<file path="config.mk">
export PLATFORM = sky130hd
export DESIGN_NAME = frs_frame_seq
export DESIGN_NICKNAME = d
export VERILOG_FILES = /design/src/rtl/frs_pkg.sv /design/src/rtl/frs_counter.sv /design/src/rtl/frs_ctrl.sv /design/src/rtl/frs_frame_seq.sv
export SDC_FILE = /design/constraint.sdc
export NUM_CORES = 1
export LEC_CHECK = 0
export BUFFER_PORTS_ARGS = -buffer_cell sky130_fd_sc_hd__buf_2
export CORE_UTILIZATION = 30
export CTS_CLUSTER_SIZE = 25
export DETAILED_ROUTE_END_ITERATION = 16
export GPL_TIMING_DRIVEN = 0
export HOLD_SLACK_MARGIN = 0.02
export PLACE_DENSITY = 0.45
export SYNTH_ARGS = -nofsm -noshare
export SYNTH_HDL_FRONTEND = slang
export SYNTH_SLANG_ARGS = --single-unit
</file>
<file path="constraint.sdc">
create_clock -name clk -period 7.33 [get_ports clk]
set_input_delay 1.466 -clock clk [delete_from_list [all_inputs] [get_ports clk]]
set_output_delay 1.466 -clock clk [all_outputs]
set_load 0.01 [all_outputs]
</file>
<file path="src/rtl/frs_pkg.sv">
package frs_pkg;

    localparam int DEF_BEATS = 640;
    localparam int DEF_LINES = 480;
    localparam int DEF_OVH   = 15;

    typedef enum logic [1:0] {
        ST_IDLE = 2'd0,
        ST_ADDR = 2'd1,
        ST_DATA = 2'd2,
        ST_GAP  = 2'd3
    } frs_state_e;

    typedef struct packed {
        logic start;
        logic beat_clr;
        logic beat_inc;
        logic line_clr;
        logic line_inc;
        logic gap_clr;
        logic gap_inc;
        logic done_set;
    } frs_ctl_t;

endpackage

</file>
<file path="src/rtl/frs_counter.sv">
module frs_counter #(
    parameter int W = 16
) (
    input  logic         clk,
    input  logic         rst,
    input  logic         clr,
    input  logic         inc,
    output logic [W-1:0] count
);

    always_ff @(posedge clk) begin
        if (rst || clr) begin
            count <= '0;
        end else if (inc) begin
            count <= count + 1'b1;
        end
    end

endmodule

</file>
<file path="src/rtl/frs_ctrl.sv">
module frs_ctrl
    import frs_pkg::*;
#(
    parameter int BEAT_W = 16,
    parameter int LINE_W = 16,
    parameter int OVH    = 15,
    parameter int GAP_W  = 4
) (
    input  logic              clk,
    input  logic              rst,
    input  logic              frame_irq,
    input  logic              cfg_ok,
    input  logic              trdy_n,
    input  logic [BEAT_W-1:0] beat_cnt,
    input  logic [BEAT_W-1:0] beats_q,
    input  logic [LINE_W-1:0] line_cnt,
    input  logic [LINE_W-1:0] lines_q,
    input  logic [GAP_W-1:0]  gap_cnt,
    output frs_state_e        state,
    output frs_ctl_t          ctl,
    output logic              last_beat
);

    frs_state_e nxt;
    logic       accept;
    logic       gap_end;
    logic       last_line;
    logic       frame_over;

    assign last_beat  = (beat_cnt == (beats_q - 1'b1));
    assign last_line  = ((line_cnt + 1'b1) == lines_q);
    assign frame_over = (line_cnt == lines_q);
    assign gap_end    = (gap_cnt == GAP_W'(OVH - 2));
    assign accept     = (state == ST_DATA) && !trdy_n;

    always_comb begin
        nxt = state;
        ctl = '0;
        case (state)
            ST_IDLE: begin
                if (frame_irq && cfg_ok) begin
                    ctl.start    = 1'b1;
                    ctl.line_clr = 1'b1;
                    nxt          = ST_ADDR;
                end
            end
            ST_ADDR: begin
                ctl.beat_clr = 1'b1;
                nxt          = ST_DATA;
            end
            ST_DATA: begin
                if (accept) begin
                    ctl.beat_inc = 1'b1;
                    if (last_beat) begin
                        ctl.line_inc = 1'b1;
                        ctl.gap_clr  = 1'b1;
                        ctl.done_set = last_line;
                        nxt          = ST_GAP;
                    end
                end
            end
            ST_GAP: begin
                ctl.gap_inc = 1'b1;
                if (gap_end) begin
                    if (!frame_over) begin
                        nxt = ST_ADDR;
                    end else if (frame_irq && cfg_ok) begin
                        ctl.start    = 1'b1;
                        ctl.line_clr = 1'b1;
                        nxt          = ST_ADDR;
                    end else begin
                        nxt = ST_IDLE;
                    end
                end
            end
            default: nxt = ST_IDLE;
        endcase
    end

    always_ff @(posedge clk) begin
        if (rst) begin
            state <= ST_IDLE;
        end else begin
            state <= nxt;
        end
    end

endmodule

</file>
<file path="src/rtl/frs_frame_seq.sv">
module frs_frame_seq
    import frs_pkg::*;
#(
    parameter int DATA_W = 10,
    parameter int BEAT_W = 16,
    parameter int LINE_W = 16,
    parameter int OVH    = DEF_OVH
) (
    input  logic              clk,
    input  logic              rst,
    input  logic              frame_irq,
    input  logic [BEAT_W-1:0] cfg_beats,
    input  logic [LINE_W-1:0] cfg_lines,
    input  logic              trdy_n,
    input  logic [DATA_W-1:0] data_in,
    output logic              frame_n,
    output logic              irdy_n,
    output logic              wr_en,
    output logic [DATA_W-1:0] wr_data,
    output logic              frame_done,
    output logic [LINE_W-1:0] line_count
);

    localparam int GAP_W = (OVH > 2) ? $clog2(OVH) : 1;

    frs_state_e        state;
    frs_ctl_t          ctl;
    logic              last_beat;
    logic              cfg_ok;
    logic [BEAT_W-1:0] beats_q;
    logic [LINE_W-1:0] lines_q;
    logic [BEAT_W-1:0] beat_cnt;
    logic [LINE_W-1:0] line_cnt;
    logic [GAP_W-1:0]  gap_cnt;
    logic              done_q;

    assign cfg_ok = (cfg_beats != '0) && (cfg_lines != '0);

    always_ff @(posedge clk) begin
        if (rst) begin
            beats_q <= '0;
            lines_q <= '0;
        end else if (ctl.start) begin
            beats_q <= cfg_beats;
            lines_q <= cfg_lines;
        end
    end

    frs_ctrl #(
        .BEAT_W(BEAT_W),
        .LINE_W(LINE_W),
        .OVH   (OVH),
        .GAP_W (GAP_W)
    ) i_ctrl (
        .clk      (clk),
        .rst      (rst),
        .frame_irq(frame_irq),
        .cfg_ok   (cfg_ok),
        .trdy_n   (trdy_n),
        .beat_cnt (beat_cnt),
        .beats_q  (beats_q),
        .line_cnt (line_cnt),
        .lines_q  (lines_q),
        .gap_cnt  (gap_cnt),
        .state    (state),
        .ctl      (ctl),
        .last_beat(last_beat)
    );

    frs_counter #(.W(BEAT_W)) i_beat_ctr (
        .clk  (clk),
        .rst  (rst),
        .clr  (ctl.beat_clr),
        .inc  (ctl.beat_inc),
        .count(beat_cnt)
    );

    frs_counter #(.W(LINE_W)) i_line_ctr (
        .clk  (clk),
        .rst  (rst),
        .clr  (ctl.line_clr),
        .inc  (ctl.line_inc),
        .count(line_cnt)
    );

    frs_counter #(.W(GAP_W)) i_gap_ctr (
        .clk  (clk),
        .rst  (rst),
        .clr  (ctl.gap_clr),
        .inc  (ctl.gap_inc),
        .count(gap_cnt)
    );

    always_ff @(posedge clk) begin
        if (rst) begin
            done_q <= 1'b0;
        end else begin
            done_q <= ctl.done_set;
        end
    end

    assign frame_n    = !((state == ST_ADDR) || ((state == ST_DATA) && !last_beat));
    assign irdy_n     = !(state == ST_DATA);
    assign wr_en      = (state == ST_DATA) && !trdy_n;
    assign wr_data    = data_in;
    assign frame_done = done_q;
    assign line_count = line_cnt;

endmodule

</file>
=== Word level (Yosys, flattened, before mapping) ===
Cells that the tools add are included.

* Add/sub/neg operators: 4
* Eq/ne operators: 11
* Mux-type cells: 18
* Bitwise logic cells: 3
* Reductions and logical operators: 17

{| class="wikitable"
|+ Operator list
! kind !! number
|-
| $eq A16 B16 Y1 || 3
|-
| $add A16 B1 Y16 const B || 2
|-
| $reduce_bool A16 Y1 || 2
|-
| $mux W2 || 8
|-
| $sub A16 B1 Y16 const B || 1
|-
| $mux W1 || 8
|-
| $pmux W2 S4 || 1
|-
| $add A4 B1 Y4 const B || 1
|-
| $eq A2 B2 Y1 const B || 2
|-
| $eq A4 B4 Y1 const B || 1
|-
| $logic_and A1 B1 Y1 || 4
|-
| $logic_not A1 Y1 || 4
|-
| $logic_or A1 B1 Y1 || 4
|-
| $ne A2 B1 Y1 const B || 2
|-
| $ne A2 B2 Y1 const B || 2
|-
| $reduce_and A4 Y1 || 1
|-
| $reduce_or A4 Y1 || 1
|-
| $not A1 Y1 || 3
|-
| $eq A2 B1 Y1 const B || 1
|-
| $logic_not A2 Y1 || 1
|-
| $pmux W1 S2 || 1
|}

* Bits in registers: 71
* Word-level logic and storage cells: 60

=== Longest topological paths before layout ===
Gate-level depths: netlist (run 1).

* Depth in word-level cells: 8
* Mapped depth: 11

=== By module ===
From an unflattened synthesis (run 1), not the netlist that was laid out.

* Cells, all modules: 523
* Area, all modules: 4465.5 um2

{| class="wikitable"
|+ By module, submodules not included
! module !! times used !! cells each !! area each (um2) !! seq. area each (um2)
|-
| frs_ctrl || 1 || 212 || 1500.2 || 40.0
|-
| frs_counter (i_beat_ctr ...) || 2 || 81 || 716.9 || 320.3
|-
| frs_frame_seq || 1 || 132 || 1353.8 || 660.6
|-
| frs_counter (i_gap_ctr) || 1 || 17 || 177.7 || 80.1
|}

=== Worst setup path before layout (run 1) ===
No wires, ideal clock.

* Path kind: reg-to-output
* From: register beats_q[0]
* To: output frame_n
* Arrival time: 2.535 ns
* Required time: 5.864 ns
* Setup slack: 3.329 ns
* Cell stages (with the launch flop): 12
* Path buffers: 2
* Cell sequence: dfxtp_1 > buf_6 > inv_1 > ha_1 > nor3b_1 > nand3_1 > o21ai_2 > nor2_1 > nor4_1 > buf_2 > nor2_1 > nor2_1

* Cells in the longest elaborated chain, start to end: 6

{| class="wikitable"
|+ Ends and longest elaborated chain
! item !! RTL line !! RTL
|-
| start: declaration || frs_frame_seq.sv:30 || <nowiki>logic [BEAT_W-1:0] beats_q;</nowiki>
|-
| start signal: assignment || frs_frame_seq.sv:44 || <nowiki>beats_q <= cfg_beats;</nowiki>
|-
| $sub A16 B1 Y16 || frs_ctrl.sv:30 || <nowiki>assign last_beat = (beat_cnt == (beats_q - 1'b1));</nowiki>
|-
| $eq A16 B16 Y1 || frs_ctrl.sv:30 ||
|-
| $logic_not A1 Y1 || frs_frame_seq.sv:102 || <nowiki>assign frame_n = !((state == ST_ADDR) || ((state == ST_DATA) && !last_beat));</nowiki>
|-
| $logic_and A1 B1 Y1 || frs_frame_seq.sv:102 ||
|-
| $logic_or A1 B1 Y1 || frs_frame_seq.sv:102 ||
|-
| $logic_not A1 Y1 || frs_frame_seq.sv:102 ||
|-
| end: declaration || frs_frame_seq.sv:16 || <nowiki>output logic frame_n,</nowiki>
|}

Every way passes these cells.

=== Worst setup path after layout (run 1) ===
Ends and elaborated chain as after synthesis.

==> results of run 1 <==
## state kept, by name, indices dropped and copies added (netlist names)
register	flops
frame_done	1
i_line_ctr.count	16
i_gap_ctr.count	4
i_beat_ctr.count	16
i_ctrl.state	2
lines_q	16
beats_q	16
## metrics by stage
step / area, um2 / worst slack [ns]
floorplan: 4353 / 3.329
global placement: 4898 / 2.507
detailed placement: 4898 / 2.384
CTS: 5238 / 1.996
global route: 5238 / 1.590
finish: 5238 / 1.982
## placed cells by master (no fill, tap or decap), types with 4 or more instances in the layout
cell type | synthesis | layout
buf_2 | 7 | 71
xnor2_1 | 25 | 25
inv_1 | 15 | 15
a21oi_1 | 24 | 24
and3_1 | 9 | 9
o21ai_0 | 17 | 17
mux2i_1 | 32 | 32
or3_1 | 9 | 9
or4_1 | 5 | 5
nor3b_1 | 4 | 4
ha_1 | 10 | 10
dfxtp_1 | 71 | 71
nand4_1 | 19 | 19
nand2_1 | 27 | 27
nor4_1 | 24 | 24
a31o_2 | 5 | 5
nor2_1 | 70 | 70
o31ai_1 | 4 | 4
clkbuf_16 | 0 | 9
buf_4 | 10 | 10
nor3_1 | 13 | 13
xor2_1 | 41 | 41
nand3_1 | 13 | 13
clkbuf_1 | 18 | 20
## tightest hold or removal path, stage by stage, from the launching register on
cell     delay (ns)
dfxtp_1        0.34
mux2i_1        0.07
nor2_1         0.07
## report_power, final
part / switching [mW] / internal [mW]
clock: 0.176 / 0.333
combinational: 0.448 / 0.293
sequential: 0.0717 / 0.439
## metal layers
metal  wire [um]  vias up  share of wire, %
met5           0        -                 0
met4         201        0               1.5
met3         768       14               5.8
met2        5984      108                45
met1        6329     1952                48
li1            -     2005                 -
## final cells by class
| cell class | instances | area, um2 | area share, % |
|---|---|---|---|
| buffer | 38 | 197.7 | 3.774 |
| clock buffer | 11 | 232.7 | 4.443 |
| clock inverter | 5 | 106.4 | 2.031 |
| inverter | 15 | 56.30 | 1.075 |
| multi-input combinational | 397 | 2678 | 51.12 |
| sequential | 71 | 1421 | 27.14 |
| tap | 180 | 225.2 | 4.300 |
| timing repair buffer | 64 | 320.3 | 6.116 |
## kinds of logic after synthesis
logic type               after synthesis  share of synthesized area (%)
AO/OA/AOI/OAI                         75                          11.81
adder cells (fa/ha/maj)               10                          2.874
buffers and inverters                 53                          5.834
AND/OR/NAND/NOR                      213                          25.67
XOR/XNOR                              66                          13.28
multiplexers                          33                          7.876
flip-flops                            71                          32.65
## worst max path at each step
stage	endpoint
3_5_place_dp	frame_n
4_1_cts	frame_n
5_1_grt	frame_n
3_3_place_gp	frame_n
6_report	frame_n
2_1_floorplan	frame_n
==> metrics.json, run 1 <==
{
  "synthCells": {"value": 521},
  "synth.area.top_cells": {"value": "dfxtp_1, xor2_1, mux2i_1, nor2_1, xnor2_1"},
  "crit_path_cell_trace": {"value": "buf_6 > inv_1 > ha_1 > nor3b_1 > nand3_1 > o21ai_2 > nor2_1 > nor4_1 > buf_2 > nor2_1 > nor2_1 > buf_2"},
  "reg2regPathDepth": {"value": 11},
  "ctsResizeCount": {"value": 0},
  "cpPeakStageDelay": {"value": 0.61, "unit": "ns"},
  "layoutNonFillerInstCount": {"value": 781},
  "grt-busiest-layer": {"value": "met2"},
  "period_share": {"value": 72.97, "unit": "%"},
  "largest_buffer_count_on_any_clock_path": {"value": 2},
  "timing.critical_path.fanout_max": {"value": 10},
  "crit_cells": {"value": 12},
  "worst_setup_ep_type": {"value": "primary output"},
  "filler_cell_count": {"value": 1488},
  "timing.critical_path.arrival": {"value": 3.88, "unit": "ns"},
  "fin_skew": {"value": 0.008058, "unit": "ns"},
  "post_cts_setup_repair_buffer_count": {"value": 0},
  "final-hold-violation-count": {"value": 0},
  "chipWidth": {"value": 122.5, "unit": "um"},
  "postSynthRegisterBits": {"value": 71},
  "number_of_global_route_vias_before_repair": {"value": 3962},
  "clkSinkCount": {"value": 71},
  "worst-r2r-setup-slack": {"value": 3.77, "unit": "ns"},
  "setup-tns-final": {"value": 0, "unit": "ns"},
  "synth_flop_cell": {"value": "dfxtp_1"},
  "grt_setup_unrepaired": {"value": "false"},
  "path_buf_inv": {"value": 4},
  "cts_hold_repair.buffers": {"value": 0},
  "p_total": {"value": 1.760, "unit": "mW"},
  "min_from": {"value": "lines_q[7]"},
  "clock_latency": {"value": 0.35, "unit": "ns"},
  "ys_seq_area_share": {"value": 32.65, "unit": "%"},
  "timing.rr.start": {"value": "beats_q[0]"},
  "detail_route.vias_per_cell": {"value": 5.223},
  "holdWs": {"value": 0.5172, "unit": "ns"},
  "required": {"value": 5.86, "unit": "ns"},
  "maxCapViolCount": {"value": 0},
  "design.portCount": {"value": 76},
  "worst_r2r_endpoint": {"value": "frame_done"},
  "holdCritPathClass": {"value": "register to register"},
  "hold-path-endpoint": {"value": "lines_q[7]"},
  "first_pass_iters": {"value": 5},
  "first_pass_grt_wire_length": {"value": 21790, "unit": "um"},
  "total_routed_wirelength": {"value": 13280, "unit": "um"},
  "std_cell_rows": {"value": 43},
  "grt_max_degree": {"value": 13},
  "synth.most_common_cell": {"value": "dfxtp_1"},
  "hold_depth": {"value": 2},
  "tritoncts.num_buffers": {"value": 9},
  "power.density": {"value": 336.0, "unit": "mW/mm2"},
  "gr-usage-all-layers": {"value": 19.31, "unit": "%"},
  "crit_start": {"value": "beats_q[0]"},
  "synth_area": {"value": 0.004353, "unit": "mm2"},
  "cp_slowest_cell": {"value": "nor3b_1"},
  "path_delay_family": {"value": "simple AND/OR/NAND/NOR gates"},
  "routed-via-count": {"value": 4079},
  "finalMaxSlewViolations": {"value": 0},
  "use_met1": {"value": 26.00, "unit": "%"},
  "placement.io_buffers": {"value": 64},
  "drt_iter0_markers": {"value": 316},
  "clock_period_minus_final_worst_setup_slack": {"value": 5.348, "unit": "ns"},
  "vdd_ir_drop_max": {"value": 0.1736, "unit": "mV"},
  "global_route_track_usage_on_met2": {"value": 30.41, "unit": "%"},
  "clock.fmax": {"value": 187.0, "unit": "MHz"},
  "worstSetupPathType": {"value": "register to primary output"},
  "crit_path_frequent_cell": {"value": "nor2_1"},
  "die-height": {"value": 122.5, "unit": "um"},
  "netlist_top_cells_count": {"value": "dfxtp_1, nor2_1, xor2_1"},
  "core_region_area": {"value": 0.01404, "unit": "mm2"},
  "fin_nets": {"value": 652},
  "async_reset_ff_share": {"value": 0, "unit": "%"},
  "synth.net_count": {"value": 577},
  "floorplan.initialDensity": {"value": 31.00, "unit": "%"},
  "synthesis.yosys.warnings": {"value": 0},
  "detailedPlacementHpwl": {"value": 10230, "unit": "um"},
  "die_outline_area": {"value": 0.01500, "unit": "mm2"},
  "grt_met3_usage": {"value": 4.136, "unit": "%"},
  "post-route-drc-count": {"value": 0},
  "syn_avg_cell_area": {"value": 8.355, "unit": "um2"},
  "final_core_utilization": {"value": 37.30, "unit": "%"},
  "finalSetupViolations": {"value": 0},
  "max_slew.worst_pin.slew": {"value": 1.182, "unit": "ns"},
  "post-place-cells": {"value": 765},
  "synth_top_area_cell": {"value": "dfxtp_1"},
  "ctsRootBufferMaster": {"value": "clkbuf_16"},
  "clk_transition_reported_paths": {"value": 0.06, "unit": "ns"},
  "area.growth.synth_to_final": {"value": 20.32, "unit": "%"},
  "antenna_found_initial": {"value": 0},
  "element_type_at_the_critical_path_start": {"value": "register"},
  "grt.overflow.total": {"value": 0},
  "synth_enable_flop_cells": {"value": 0},
  "share_of_layout_cells_above_drive_strength_1": {"value": 19.30, "unit": "%"},
  "postRouteAntennaNets": {"value": 0},
  "n_antenna_cell": {"value": 0},
  "run_status": {"value": "finished clean"},
  "cts_max_level": {"value": 3},
  "ys_types": {"value": 57},
  "static-leakage-power": {"value": 2.074, "unit": "nW"},
  "netlist.area_leader.share": {"value": 32.65, "unit": "%"},
  "post_drt_wl_per_cell": {"value": 17.01, "unit": "um"},
  "cts_tree": {"value": "built"},
  "slew-limit-headroom": {"value": 20.45, "unit": "%"},
  "routabilityCongestion": {"value": 0.8729}
}
No activity file was read; power rests on OpenSTA's default activity.
==> run 2, diff against run 1 <==
ABC_AREA = 1   (was not set)
PLACE_DENSITY = 0.46   (was 0.45)
clock period = 4.8 ns   (was 7.33 ns; I/O delays follow)
==> metrics.json, run 2 <==
{
  "max_slew.worst_pin.slew": {"value": 0.5988, "unit": "ns", "change": "was 1.182 ns"},
  "largest_buffer_count_on_any_clock_path": {"value": 2, "change": "unchanged"},
  "synth.area.top_cells": {"value": "dfxtp_1, nand2_1, nor2_1, inv_1, xor2_1", "change": "was dfxtp_1, xor2_1, mux2i_1, nor2_1, xnor2_1"},
  "first_pass_iters": {"value": 5, "change": "unchanged"},
  "tritoncts.num_buffers": {"value": 9, "change": "unchanged"},
  "cts_hold_repair.buffers": {"value": 0, "change": "unchanged"},
  "run_status": {"value": "finished clean", "change": "unchanged"},
  "synth.most_common_cell": {"value": "nand2_1", "change": "was dfxtp_1"},
  "power.density": {"value": 599.0, "unit": "mW/mm2", "change": "was 336.0 mW/mm2"},
  "area.growth.synth_to_final": {"value": 19.31, "unit": "%", "change": "was 20.32%"},
  "element_type_at_the_critical_path_start": {"value": "register", "change": "unchanged"},
  "clock.fmax": {"value": 281.0, "unit": "MHz"},
  "grt.overflow.total": {"value": 0, "change": "unchanged"},
  "setup-tns-final": {"value": 0, "unit": "ns", "change": "unchanged"},
  "synthesis.yosys.warnings": {"value": 0, "change": "unchanged"},
  "clock_period_minus_final_worst_setup_slack": {"value": 3.558, "unit": "ns"},
  "layout.cells.most_common": {"value": "nand2_1"},
  "worst_setup_ep_type": {"value": "primary output", "change": "unchanged"},
  "comb_power_share": {"value": 53.2, "unit": "%", "change": "was 42.1%"},
  "detailedPlacementHpwl": {"value": 11610, "unit": "um", "change": "was 10230 um"},
  "required": {"value": 3.84, "unit": "ns", "change": "was 5.86 ns"},
  "crit_path_frequent_cell": {"value": "nand2_1", "change": "was nor2_1"},
  "die_outline_area": {"value": 0.01678, "unit": "mm2", "change": "was 0.01500 mm2"},
  "syn_avg_cell_area": {"value": 6.496, "unit": "um2", "change": "was 8.355 um2"},
  "finalMaxSlewViolations": {"value": 0, "change": "unchanged"},
  "holdCritPathClass": {"value": "register to register", "change": "unchanged"},
  "clk_transition_reported_paths": {"value": 0.05, "unit": "ns", "change": "was 0.06 ns"},
  "timing.critical_path.fanout_max": {"value": 6, "change": "was 10"},
  "maxCapViolCount": {"value": 0, "change": "unchanged"},
  "cpPeakStageDelay": {"value": 0.32, "unit": "ns", "change": "was 0.61 ns"},
  "postRouteAntennaNets": {"value": 0, "change": "unchanged"},
  "worst_slack": {"value": 1.242, "unit": "ns", "change": "was 1.982 ns"},
  "cts_max_level": {"value": 3, "change": "unchanged"},
  "floorplan.initialDensity": {"value": 30.71, "unit": "%", "change": "was 31.00%"},
  "post_drt_wl_per_cell": {"value": 13.83, "unit": "um", "change": "was 17.01 um"},
  "placement.io_buffers": {"value": 65, "change": "was 64"},
  "share_seq_of_total_power": {"value": 24.3, "unit": "%", "change": "was 29.0%"},
  "total_routed_wirelength": {"value": 14490, "unit": "um", "change": "was 13280 um"},
  "ctsResizeCount": {"value": 0, "change": "unchanged"},
  "die-height": {"value": 129.5, "unit": "um", "change": "was 122.5 um"},
  "final_cell_mix": {"value": "nand2_1, nor2_1, inv_1", "change": "was buf_2, dfxtp_1, nor2_1"},
  "share_clk_of_total_power": {"value": 22.5, "unit": "%", "change": "was 28.9%"},
  "first_pass_grt_wire_length": {"value": 23440, "unit": "um", "change": "was 21790 um"},
  "routabilityCongestion": {"value": 0.8538, "change": "was 0.8729"},
  "synth_area": {"value": 0.004878, "unit": "mm2", "change": "was 0.004353 mm2"},
  "synth.net_count": {"value": 807, "change": "was 577"},
  "pre_cts_slack": {"value": 1.624, "unit": "ns", "change": "was 2.384 ns"},
  "slew-limit-headroom": {"value": 60.08, "unit": "%", "change": "was 20.45%"},
  "timing.critical_path.arrival": {"value": 2.60, "unit": "ns", "change": "was 3.88 ns"},
  "cp_slowest_cell": {"value": "dfxtp_1", "change": "was nor3b_1"},
  "post-route-drc-count": {"value": 0, "change": "unchanged"},
  "synthCells": {"value": 751, "change": "was 521"},
  "ys_types": {"value": 38, "change": "was 57"},
  "gr-usage-all-layers": {"value": 18.52, "unit": "%", "change": "was 19.31%"},
  "clock_latency": {"value": 0.34, "unit": "ns", "change": "was 0.35 ns"},
  "netlist_top_cells_count": {"value": "nand2_1, nor2_1, inv_1", "change": "was dfxtp_1, nor2_1, xor2_1"},
  "detail_route.vias_per_cell": {"value": 4.647, "change": "was 5.223"},
  "period_share": {"value": 74.13, "unit": "%"},
  "switching_share": {"value": 46.31, "unit": "%", "change": "was 39.49%"},
  "worst-r2r-setup-slack": {"value": 2.41, "unit": "ns", "change": "was 3.77 ns"},
  "finalSetupViolations": {"value": 0, "change": "unchanged"},
  "chipWidth": {"value": 129.5, "unit": "um", "change": "was 122.5 um"},
  "antenna_found_initial": {"value": 0, "change": "unchanged"},
  "fin_nets": {"value": 883, "change": "was 652"},
  "ys_seq_area_share": {"value": 29.14, "unit": "%", "change": "was 32.65%"},
  "p_switching": {"value": 1.615, "unit": "mW", "change": "was 695.0 uW"},
  "crit_path_cell_trace": {"value": "inv_1 > ha_1 > nand2_1 > nor2_1 > nand2_1 > nand3_1 > nand2_1 > inv_1 > nand4_1 > nor2_4 > nand3_2 > a21oi_1 > buf_2", "change": "was buf_6 > inv_1 > ha_1 > nor3b_1 > nand3_1 > o21ai_2 > nor2_1 > nor4_1 > buf_2 > nor2_1 > nor2_1 > buf_2"},
  "static-leakage-power": {"value": 2.711, "unit": "nW", "change": "was 2.074 nW"},
  "ctsRootBufferMaster": {"value": "clkbuf_16", "change": "unchanged"},
  "post_cts_setup_repair_buffer_count": {"value": 0, "change": "unchanged"},
  "vdd_ir_drop_max": {"value": 0.2466, "unit": "mV", "change": "was 0.1736 mV"},
  "n_antenna_cell": {"value": 0, "change": "unchanged"},
  "internal-power": {"value": 1.872, "unit": "mW", "change": "was 1.065 mW"},
  "share_of_layout_cells_above_drive_strength_1": {"value": 18.51, "unit": "%", "change": "was 19.30%"},
  "postSynthRegisterBits": {"value": 71, "change": "unchanged"},
  "synth_enable_flop_cells": {"value": 0, "change": "unchanged"},
  "routed-via-count": {"value": 4870, "change": "was 4079"},
  "grt_setup_unrepaired": {"value": "false", "change": "unchanged"},
  "design.portCount": {"value": 76, "change": "unchanged"},
  "grt_max_degree": {"value": 13, "change": "unchanged"},
  "netlist.area_leader.share": {"value": 29.14, "unit": "%", "change": "was 32.65%"},
  "filler_cell_count": {"value": 1741, "change": "was 1488"},
  "clkSinkCount": {"value": 71, "change": "unchanged"},
  "cts_tree": {"value": "built", "change": "unchanged"},
  "drt_iter0_markers": {"value": 304, "change": "was 316"},
  "fin_skew": {"value": 0.009305, "unit": "ns", "change": "was 0.008058 ns"},
  "core_region_area": {"value": 0.01589, "unit": "mm2", "change": "was 0.01404 mm2"},
  "async_reset_ff_share": {"value": 0, "unit": "%", "change": "unchanged"},
  "worstSetupPathType": {"value": "register to primary output", "change": "unchanged"},
  "std_cell_rows": {"value": 46, "change": "was 43"},
  "final-hold-violation-count": {"value": 0, "change": "unchanged"},
  "number_of_global_route_vias_before_repair": {"value": 4523, "change": "was 3962"},
  "synth_top_area_cell": {"value": "dfxtp_1", "change": "unchanged"},
  "synth_flop_cell": {"value": "dfxtp_1", "change": "unchanged"}
}
run 2: cell count changes after synthesis, moves of 12 or more:
| cell | delta |
|---|---|
| nand2_1 | +124 |
| inv_1 | +65 |
| o21ai_1 | +22 |
| clkbuf_1 | -13 |
| nor2_1 | +68 |
| nand2_2 | +15 |
| mux2i_1 | -32 |
| nor4_1 | -24 |
| a21oi_1 | +20 |
| nand3_1 | +38 |
| xnor2_1 | -12 |
run 2: logic make-up after synthesis:
group,Yosys count,synth area share (%)
xor+xnor,46,8.413
fa+ha+maj,10,2.565
simple gates,416,39.22
compound gates,99,10.67
flops,71,29.14
buf+inv,109,10.00
run 2: worst max-delay path: cells and delay by family, from the launching register on:
| family | cells | cell delay, ns |
|---|---|---|
| fa+ha+maj | 1 | 0.31 |
| compound gates | 1 | 0.22 |
| simple gates | 8 | 1.04 |
| flops | 1 | 0.32 |
| buf+inv | 3 | 0.39 |
run 2: worst paths after layout:
| path | start | to | cells after the start |
|---|---|---|---|
| max | beats_q[0] | frame_n | 13 |
| min | lines_q[1] | lines_q[1] | 2 |
| max reg2reg | i_ctrl.state[0] | i_beat_ctr.count[15] | 12 |
| min reg2reg | lines_q[1] | lines_q[1] | 2 |
run 2: layout make-up:
| type | instances | area [um2] | share of cell area (%) |
|---|---|---|---|
| Buffer | 26 | 176.4 | 3.031 |
| Clock buffer | 10 | 239.0 | 4.106 |
| Clock inverter | 6 | 107.6 | 1.849 |
| Inverter | 83 | 311.5 | 5.353 |
| Multi-Input combinational cell | 571 | 2969 | 51.01 |
| Sequential cell | 71 | 1421 | 24.42 |
| Tap cell | 216 | 270.3 | 4.643 |
| Timing Repair Buffer | 65 | 325.3 | 5.589 |
run 2: metrics by stage:
| stage | std cells | instance area [um2] | hold slack [ns] | total power, mW | util, % |
|---|---|---|---|---|---|
| after global routing | 1048 | 5821 | 0.5351 | 3.838 | 36.64 |
| after detailed placement | 1032 | 5474 | 0.4938 | 2.699 | 34.46 |
| final | 1048 | 5821 | 0.5026 | 3.486 | 36.64 |
| after global placement | 1032 | 5474 | 0.4826 | 2.673 | 34.46 |
| after CTS | 1048 | 5821 | 0.5026 | 3.512 | 36.64 |
| after floorplan | 751 | 4878 | 0.4607 | 2.255 | - |
run 2: power by group through the flow:
stage | clock network [mW] | registers (mW) | logic, mW
finish | 0.784 | 0.847 | 1.86
global route | 0.835 | 0.864 | 2.14
CTS | 0.814 | 0.846 | 1.85
detailed placement | 0 | 0.857 | 1.84
global placement | 0 | 0.856 | 1.82
floorplan | 0 | 0.821 | 1.43
run 2: per-layer routing:
metal | track usage, % | routed length [um]
met1 | 27.11 | 7547
met2 | 27.01 | 6042
met5 | 0 | 0
met3 | 3.592 | 781
met4 | 5.882 | 123
==> run 3, diff against run 2 <==
PLACE_DENSITY = 0.45   (was 0.46)
clock period = 3.4 ns   (was 4.8 ns; I/O delays follow)
==> metrics.json, run 3 (synthesized netlist as in run 2, its figures left out) <==
{
  "run_status": {"value": "finished clean", "change": "unchanged"},
  "tritoncts.num_buffers": {"value": 9, "change": "unchanged"},
  "post_drt_wl_per_cell": {"value": 13.73, "unit": "um", "change": "was 13.83 um"},
  "first_pass_grt_wire_length": {"value": 22970, "unit": "um", "change": "was 23440 um"},
  "postRouteAntennaNets": {"value": 0, "change": "unchanged"},
  "die_outline_area": {"value": 0.01678, "unit": "mm2", "change": "unchanged"},
  "final-hold-violation-count": {"value": 0, "change": "unchanged"},
  "final_cell_mix": {"value": "nand2_1, nor2_1, inv_1", "change": "unchanged"},
  "post-route-drc-count": {"value": 0, "change": "unchanged"},
  "filler_cell_count": {"value": 1768, "change": "was 1741"},
  "holdWs": {"value": 0.5035, "unit": "ns", "change": "was 0.5026 ns"},
  "element_type_at_the_critical_path_start": {"value": "register", "change": "unchanged"},
  "routed-via-count": {"value": 4822, "change": "was 4870"},
  "layout.cells.most_common": {"value": "nand2_1", "change": "unchanged"},
  "final_core_utilization": {"value": 36.38, "unit": "%", "change": "was 36.64%"},
  "timing.critical_path.fanout_max": {"value": 7, "change": "was 6"},
  "gr-usage-all-layers": {"value": 18.16, "unit": "%", "change": "was 18.52%"},
  "required": {"value": 2.72, "unit": "ns", "change": "was 3.84 ns"},
  "worstSetupPathType": {"value": "register to primary output", "change": "unchanged"},
  "path_delay_family": {"value": "simple AND/OR/NAND/NOR gates", "change": "unchanged"},
  "fin_skew": {"value": 0.007545, "unit": "ns", "change": "was 0.009305 ns"},
  "clkSinkCount": {"value": 71, "change": "unchanged"},
  "worst_slack": {"value": 0.2937, "unit": "ns", "change": "was 1.242 ns"},
  "placement.io_buffers": {"value": 65, "change": "unchanged"},
  "cts_hold_repair.buffers": {"value": 0, "change": "unchanged"},
  "detailedPlacementHpwl": {"value": 11550, "unit": "um", "change": "was 11610 um"},
  "detail_route.vias_per_cell": {"value": 4.601, "change": "was 4.647"},
  "cts_max_level": {"value": 3, "change": "unchanged"},
  "die-height": {"value": 129.5, "unit": "um", "change": "unchanged"},
  "holdCritPathClass": {"value": "register to register", "change": "unchanged"},
  "clock_period_minus_final_worst_setup_slack": {"value": 3.106, "unit": "ns"},
  "power.density": {"value": 820.4, "unit": "mW/mm2", "change": "was 599.0 mW/mm2"},
  "pre_cts_slack": {"value": 0.4900, "unit": "ns", "change": "was 1.624 ns"},
  "finalInstanceArea": {"value": 0.005779, "unit": "mm2", "change": "was 0.005821 mm2"},
  "period_share": {"value": 91.36, "unit": "%"},
  "area.growth.synth_to_final": {"value": 18.47, "unit": "%", "change": "was 19.31%"},
  "setup-tns-final": {"value": 0, "unit": "ns", "change": "unchanged"},
  "cpPeakStageDelay": {"value": 0.32, "unit": "ns", "change": "about the same"},
  "core_region_area": {"value": 0.01589, "unit": "mm2", "change": "unchanged"},
  "cts_tree": {"value": "built", "change": "unchanged"},
  "vdd_ir_drop_max": {"value": 0.3589, "unit": "mV", "change": "was 0.2466 mV"},
  "total_routed_wirelength": {"value": 14390, "unit": "um", "change": "was 14490 um"},
  "largest_buffer_count_on_any_clock_path": {"value": 2, "change": "unchanged"},
  "drt_iter0_markers": {"value": 352, "change": "was 304"},
  "grt.overflow.total": {"value": 0, "change": "unchanged"},
  "dpl_cell_area": {"value": 0.005474, "unit": "mm2", "change": "unchanged"},
  "slew-limit-headroom": {"value": 63.84, "unit": "%", "change": "was 60.08%"},
  "floorplan.initialDensity": {"value": 30.71, "unit": "%", "change": "unchanged"},
  "max_slew.worst_pin.slew": {"value": 0.5424, "unit": "ns", "change": "was 0.5988 ns"},
  "design.portCount": {"value": 76, "change": "unchanged"},
  "fin_nets": {"value": 884, "change": "was 883"},
  "n_antenna_cell": {"value": 0, "change": "unchanged"},
  "clock_latency": {"value": 0.34, "unit": "ns", "change": "about the same"},
  "chipWidth": {"value": 129.5, "unit": "um", "change": "unchanged"},
  "number_of_global_route_vias_before_repair": {"value": 4475, "change": "was 4523"},
  "finalMaxSlewViolations": {"value": 0, "change": "unchanged"},
  "antenna_found_initial": {"value": 0, "change": "unchanged"},
  "cp_slowest_cell": {"value": "dfxtp_1", "change": "unchanged"},
  "std_cell_rows": {"value": 46, "change": "unchanged"},
  "timing.critical_path.arrival": {"value": 2.43, "unit": "ns", "change": "was 2.60 ns"},
  "static-leakage-power": {"value": 2.682, "unit": "nW", "change": "was 2.711 nW"},
  "share_of_layout_cells_above_drive_strength_1": {"value": 18.51, "unit": "%", "change": "unchanged"},
  "clk_transition_reported_paths": {"value": 0.06, "unit": "ns", "change": "was 0.05 ns"},
  "maxCapViolCount": {"value": 0, "change": "unchanged"},
  "grt_max_degree": {"value": 12, "change": "was 13"},
  "first_pass_iters": {"value": 5, "change": "unchanged"},
  "crit_path_cell_trace": {"value": "inv_1 > ha_4 > nand2_2 > nor2_1 > nand2_1 > nand2_1 > nand2_1 > inv_1 > nand3_1 > nor2_1 > nand3_2 > a21oi_1 > buf_2", "change": "was inv_1 > ha_1 > nand2_1 > nor2_1 > nand2_1 > nand3_1 > nand2_1 > inv_1 > nand4_1 > nor2_4 > nand3_2 > a21oi_1 > buf_2"},
  "ctsRootBufferMaster": {"value": "clkbuf_16", "change": "unchanged"},
  "path_buf_inv": {"value": 3, "change": "unchanged"},
  "crit_path_frequent_cell": {"value": "nand2_1", "change": "unchanged"},
  "clock.fmax": {"value": 321.9, "unit": "MHz"},
  "routabilityCongestion": {"value": 0.8732, "change": "was 0.8538"},
  "grt_setup_unrepaired": {"value": "false", "change": "unchanged"},
  "worst_setup_ep_type": {"value": "primary output", "change": "unchanged"},
  "finalSetupViolations": {"value": 0, "change": "unchanged"}
}
[run 3: cell types whose count changed in the layout (fill, tap and decap cells not counted), sizes merged]
cell      previous run  this run
clkinv               2         0
clkbuf              15        18
buf                 86        87
bufinv               3         0
clkinvlp             1         2
[run 3: path summary, 6_finish.rpt]
| kind | start | to | slack [ns] | cells past startpoint |
|---|---|---|---|---|
| setup / recovery | beats_q[0] | frame_n | 0.29 | 13 |
| hold / removal | lines_q[1] | lines_q[1] | 0.50 | 2 |
| hold reg to reg | lines_q[1] | lines_q[1] | 0.50 | 2 |
| setup reg to reg | beats_q[0] | i_gap_ctr.count[0] | 1.09 | 15 |
[run 3: through the flow]
stage | total power [mW] | cells
after floorplan | 3.183 | 751
after detailed placement | 3.795 | 1032
after global placement | 3.773 | 1032
after CTS | 4.740 | 1047
final | 4.741 | 1048
after global routing | 5.202 | 1048
[run 3: timing repair]
item                                    CTS  global route
endpoints found under the setup margin    0             1
setup buffers                             0             1
gates resized for setup                   0             2
[run 3: final cells by class]
type	instances	area [um2]	share of cell area, %
multi-input cells	571	2982	51.59
flip-flops and latches	71	1421	24.59
repair buffers	66	332.8	5.759
inverters	83	311.5	5.391
clock buffers	13	270.3	4.676
well taps	216	270.3	4.676
plain buffers	26	176.4	3.053
clock inverters	2	15.01	0.2598
[run 3: worst register-to-register path, stage by stage (launching register included)]
cell and delay [ns]:
dfxtp_1 0.35, inv_1 0.14, ha_4 0.30, inv_1 0.03, nand2_1 0.05, nand2_1 0.04
nor2_1 0.18, nand2_1 0.09, nor2_1 0.09, nand2_1 0.09, nor2_1 0.09, nand3_1 0.17
nor2_2 0.19, nand2_2 0.13, nand2_1 0.18, nor3_1 0.07
[run 3: power by group]
group	internal, mW	switching [mW]
clock network	0.550	0.372
logic	0.914	1.71
registers	1.01	0.188
[run 3: per-layer routing]
metal,global-route usage [%],share of wire [%],up-vias
met3,3.716,5.0,26
met4,6.703,2.2,0
met1,26.11,52,2137
met2,26.47,40,125
met5,0,0,-
li1,-,-,2534
